==> src/rtl/shadow_router.sv <==
module shadow_router #(
  parameter int AW = 32,
  parameter int DW = 8,
  parameter logic [7:0] IDX_RD  = 8'h19,
  parameter logic [7:0] IDX_WR  = 8'h1A,
  parameter logic [7:0] IDX_ROM = 8'h1B,
  parameter logic [7:0] IDX_SMM = 8'h1C,
  parameter logic [7:0] ROM_RST = 8'h60
) (
  input  logic          clk,
  input  logic          rst_n,
  input  logic          cfg_sel,
  input  logic          cfg_we,
  input  logic [DW-1:0] cfg_wdata,
  output logic [DW-1:0] cfg_rdata,
  input  logic          cyc_valid,
  input  logic [AW-1:0] cyc_addr,
  input  logic          cyc_write,
  input  logic          smm_mode,
  output logic          out_valid,
  output logic          dram_sel,
  output logic          isa_sel,
  output logic          rom_cs_n,
  output logic          wprot_n,
  output logic          decoded
);
  localparam int NSEG = 7;
  localparam int NQ = 4;
  localparam logic [DW-1:0] SHAD_MASK = DW'(8'h7F);
  localparam logic [DW-1:0] SMM_MASK  = DW'(8'h77);

  logic [DW-1:0] idx_q, rd_q, wr_q, rom_q, smm_q;

  always_ff @(posedge clk or negedge rst_n) begin
    if (!rst_n) begin
      idx_q <= '0;
      rd_q  <= '0;
      wr_q  <= '0;
      rom_q <= DW'(ROM_RST);
      smm_q <= '0;
    end else if (cfg_we) begin
      if (!cfg_sel) idx_q <= cfg_wdata;
      else begin
        if (idx_q == DW'(IDX_RD))  rd_q  <= cfg_wdata & SHAD_MASK;
        if (idx_q == DW'(IDX_WR))  wr_q  <= cfg_wdata & SHAD_MASK;
        if (idx_q == DW'(IDX_ROM)) rom_q <= cfg_wdata;
        if (idx_q == DW'(IDX_SMM)) smm_q <= cfg_wdata & SMM_MASK;
      end
    end
  end

  always_comb begin
    if (!cfg_sel) cfg_rdata = idx_q;
    else if (idx_q == DW'(IDX_RD))  cfg_rdata = rd_q;
    else if (idx_q == DW'(IDX_WR))  cfg_rdata = wr_q;
    else if (idx_q == DW'(IDX_ROM)) cfg_rdata = rom_q;
    else if (idx_q == DW'(IDX_SMM)) cfg_rdata = smm_q;
    else cfg_rdata = '0;
  end

  wire low_mb = (cyc_addr[AW-1:20] == '0);
  wire top_mb = &cyc_addr[AW-1:AW-12];
  wire [3:0] blk = cyc_addr[19:16];

  logic [NSEG-1:0] seg_hot;
  for (genvar i = 0; i < NSEG; i++) begin : g_seg
    if (i < NQ) begin : g_q
      assign seg_hot[i] = low_mb && blk == 4'hC && cyc_addr[15:14] == 2'(i);
    end else begin : g_b
      assign seg_hot[i] = low_mb && blk == 4'(4'hD + i - NQ);
    end
  end

  wire [NSEG-1:0] rd_eff = {smm_mode ? smm_q[2:0] : rd_q[6:4], rd_q[3:0]};
  wire [NSEG-1:0] wr_eff = {smm_mode ? smm_q[6:4] : wr_q[6:4], wr_q[3:0]};
  wire seg_hit = |seg_hot;
  wire to_dram = |(seg_hot & (cyc_write ? wr_eff : rd_eff));
  wire rom_hit = |(seg_hot & rom_q[NSEG-1:0]) && (!cyc_write || rom_q[7]);
  wire prot    = cyc_write && |(seg_hot & rd_eff & ~wr_eff);

  always_ff @(posedge clk or negedge rst_n) begin
    if (!rst_n) begin
      out_valid <= 1'b0;
      dram_sel  <= 1'b0;
      isa_sel   <= 1'b0;
      rom_cs_n  <= 1'b1;
      wprot_n   <= 1'b1;
      decoded   <= 1'b0;
    end else if (!cyc_valid) begin
      out_valid <= 1'b0;
      dram_sel  <= 1'b0;
      isa_sel   <= 1'b0;
      rom_cs_n  <= 1'b1;
      wprot_n   <= 1'b1;
      decoded   <= 1'b0;
    end else if (top_mb) begin
      out_valid <= 1'b1;
      dram_sel  <= 1'b0;
      isa_sel   <= 1'b1;
      rom_cs_n  <= 1'b0;
      wprot_n   <= 1'b1;
      decoded   <= 1'b1;
    end else if (seg_hit) begin
      out_valid <= 1'b1;
      dram_sel  <= to_dram;
      isa_sel   <= !to_dram;
      rom_cs_n  <= !(rom_hit && !to_dram);
      wprot_n   <= !prot;
      decoded   <= 1'b1;
    end else begin
      out_valid <= 1'b1;
      dram_sel  <= 1'b1;
      isa_sel   <= 1'b0;
      rom_cs_n  <= 1'b1;
      wprot_n   <= 1'b1;
      decoded   <= 1'b0;
    end
  end
endmodule


==> config.mk <==
export PLATFORM = sky130hd
export DESIGN_NAME = shadow_router
export DESIGN_NICKNAME = d
export VERILOG_FILES = /design/src/rtl/shadow_router.sv
export SDC_FILE = /design/constraint.sdc
export NUM_CORES = 1
export LEC_CHECK = 0
export ABC_AREA = 1
export BUFFER_PORTS_ARGS = -buffer_cell sky130_fd_sc_hd__clkbuf_2
export CAP_MARGIN = 20
export CORE_ASPECT_RATIO = 1.4
export CORE_MARGIN = 8
export CORE_UTILIZATION = 57
export CTS_BUF_LIST = sky130_fd_sc_hd__clkbuf_16
export DETAILED_ROUTE_END_ITERATION = 10
export PLACE_DENSITY = 0.95
export SLEW_MARGIN = 20
export SYNTH_ARGS = -nofsm -noshare
export SYNTH_HDL_FRONTEND = slang
export SYNTH_SLANG_ARGS = --single-unit
==> constraint.sdc <==
create_clock -name clk -period 1.9 [get_ports clk]
set_input_delay 0.19 -clock clk [delete_from_list [all_inputs] [get_ports clk]]
set_output_delay 0.19 -clock clk [all_outputs]
set_load 0.05 [all_outputs]
==> metrics.yaml <==
worst_slack_ps: -145.6
netlist_area_mm2: 0.002469
routed_wirelength_um: 8323
drcViolationCount: 0
start_kind: "register"
max_stage_delay_ps: 450
yosysSeqAreaShare: 0.4278
wl_per_cell_um: 18.45
dpl.hpwl_um: 4720
drt_iter0_drc: 381
path_max_fanout: 3
die-area_mm2: 0.006723
cts.sinks: 42
nets: 452
grt_use_total: 0.2217
max_freq_mhz: 488.9
ant_nets: 0
cts_tree: "done"
drv_slew: 0
final_cell_mix: "nand2_1, clkbuf_2, dfrtp_1"
arrival_ps: 1860
synthDominantCellAreaShare: 0.3852
start_util: 0.5872
cp_data_required_time_ps: 1710
crit_buf_inv: 3
critical_path_class: "reg -> out"
synth_area_leaders: "dfrtp_1, nand2_1, o21ai_1"
ios: 61
synthToLayoutAreaGrowth_pct: 32.29
synth_cells: 342
clk_pin_slew_ps: 60
cp_top_family: "simple AND/OR/NAND/NOR gates"
die_h_um: 93.87
placed_area_mm2: 0.002735
outcome: "finished, violations left"
grt_pass1_vias: 2603
vias: 2784
rsz0062_at_grt: "true"
worst_pin_slew_ps: 453.8
io_buffers: 46
syn-num-nets: 389
clock_latency_ps: 290
post-route-period-util: 1.077
cts_made_buffers: 5
fp.coreArea_mm2: 0.004204
diodes: 0
clockBufferDepth: 2
layout_commonest_cell: "nand2_1"
gr-total-overflow: 0
cp.depth: 8
final_util: 0.7768
power_leakage_nw: 1.629
period_minus_slack_ps: 2046
synth_area_per_cell_um2: 7.218
violations: "setup timing"
drive_gt1_frac: 0.3424
firstDrtPassIters: 5
antenna_found_initial: 0
synth_seq_cells: 42
design_area_mm2: 0.003266
yosysTopAreaCell: "dfrtp_1"
finClkSkew_ps: 4.518
hold_class: "in -> reg"
hold_viol_final: 0
reg2reg_depth: 8
ir_drop_mv: 0.7294
root_buffer: "clkbuf_16"
htreeDepth: 2
rows: 28
power.density_mw_per_mm2: 744.9
crit_slowest_cell: "dfrtp_1"
setup_viol: 7
crit_chain: "inv_4 -> nor3_4 -> nand2_4 -> buf_4 -> nor2_2 -> a221oi_4 -> a21oi_2 -> buf_8"
grt_max_degree: 43
viasPerCell: 6.173
grt_pass1_wl_um: 11900
synthDistinctLibCells: 27
hold_depth: 1
die_w_um: 71.62
slew_headroom: 0.6967
gp_congestion: 0.8906
maxCapViolations: 0
yosys_warnings: 0
end_kind: "primary output"
==> timing repair <==
item                                    in CTS  in global routing
hold buffers                                 1                  0
pin swaps                                   10                 14
endpoints found under the hold margin       38                  0
gates resized for setup                     44                 27
buffers inserted                             7                 10
endpoints found under the setup margin       7                  8
==> state kept, by name, indices dropped and copies added, names as in the netlist <==
| signal | cells |
|---|---|
| decoded | 1 |
| dram_sel | 1 |
| idx_q | 8 |
| isa_sel | 1 |
| out_valid | 1 |
| rd_q | 7 |
| rom_cs_n | 1 |
| rom_q | 8 |
| smm_q | 6 |
| wprot_n | 1 |
| wr_q | 7 |
==> logic make-up (layout without fill, tap and decap cells) <==
logic type / Yosys count / count (layout) / synth area share
flops: 42 / 42 / 0.4278
simple gates: 184 / 184 / 0.3386
buf+inv: 49 / 113 / 0.08008
compound gates: 67 / 67 / 0.1536
==> final cells by class <==
class / count / area [um2]
clock buffer: 5 / 125.1
inverter: 40 / 167.7
fill: 249 / 938.4
sequential: 42 / 1057
timing repair buffer: 65 / 457.9
tap: 45 / 56.30
multi-input combinational: 251 / 1364
clock inverter: 3 / 37.54
==> layer usage <==
metal,global-route usage,routed length [um],up-vias
met5,0,0,-
met4,0.1504,524,0
met3,0.05128,749,58
met2,0.3750,4057,216
met1,0.2399,2993,1273
li1,-,-,1237
==> power breakdown <==
| group | internal (mW) | switching (mW) |
|---|---|---|
| Combinational | 0.162 | 0.288 |
| Clock | 0.611 | 0.349 |
| Sequential | 0.955 | 0.0669 |
==> final timing paths <==
path | start | to | slack, ps
setup / recovery | idx_q[1] | cfg_rdata[1] | -150
hold / removal | cyc_valid | out_valid | 40
setup reg to reg | idx_q[1] | rom_q[3] | 170
hold reg to reg | rd_q[2] | rd_q[2] | 510
max in group asynchronous | rst_n | rom_q[5] | 1220
min in group asynchronous | rst_n | rd_q[1] | 420
==> Yosys cell counts (all sizes together) <==
cell type,instances
nand2,107
o21ai,56
inv,40
dfrtp,38
nor2,35
nand3,20
nor3,12
a21oi,7
buf,7
nand4,7
dfstp,4
a221oi,2
clkbuf,2
nand3b,2
and2,1
o2111ai,1
o211ai,1
==> per-stage QoR <==
step	hold slack, ps	cells	setup TNS [ps]	setup WS [ps]	power [mW]
floorplan	-105.6	342	0	16.69	1.217
global placement	178.6	425	0	147.2	1.328
detailed placement	180.4	425	0	107.8	1.340
CTS	45.00	441	-213.5	-44.73	2.340
global route	48.22	451	-1343	-205.6	2.495
finish	39.89	451	-858.3	-145.6	2.433
==> worst reg2reg max path, delay by kind of cell, from the launching register on <==
kind / cells / cell delay [ps]
flops: 1 / 450
compound gates: 1 / 70
buf+inv: 3 / 310
simple gates: 4 / 780
(Power assumes the default switching activity.)
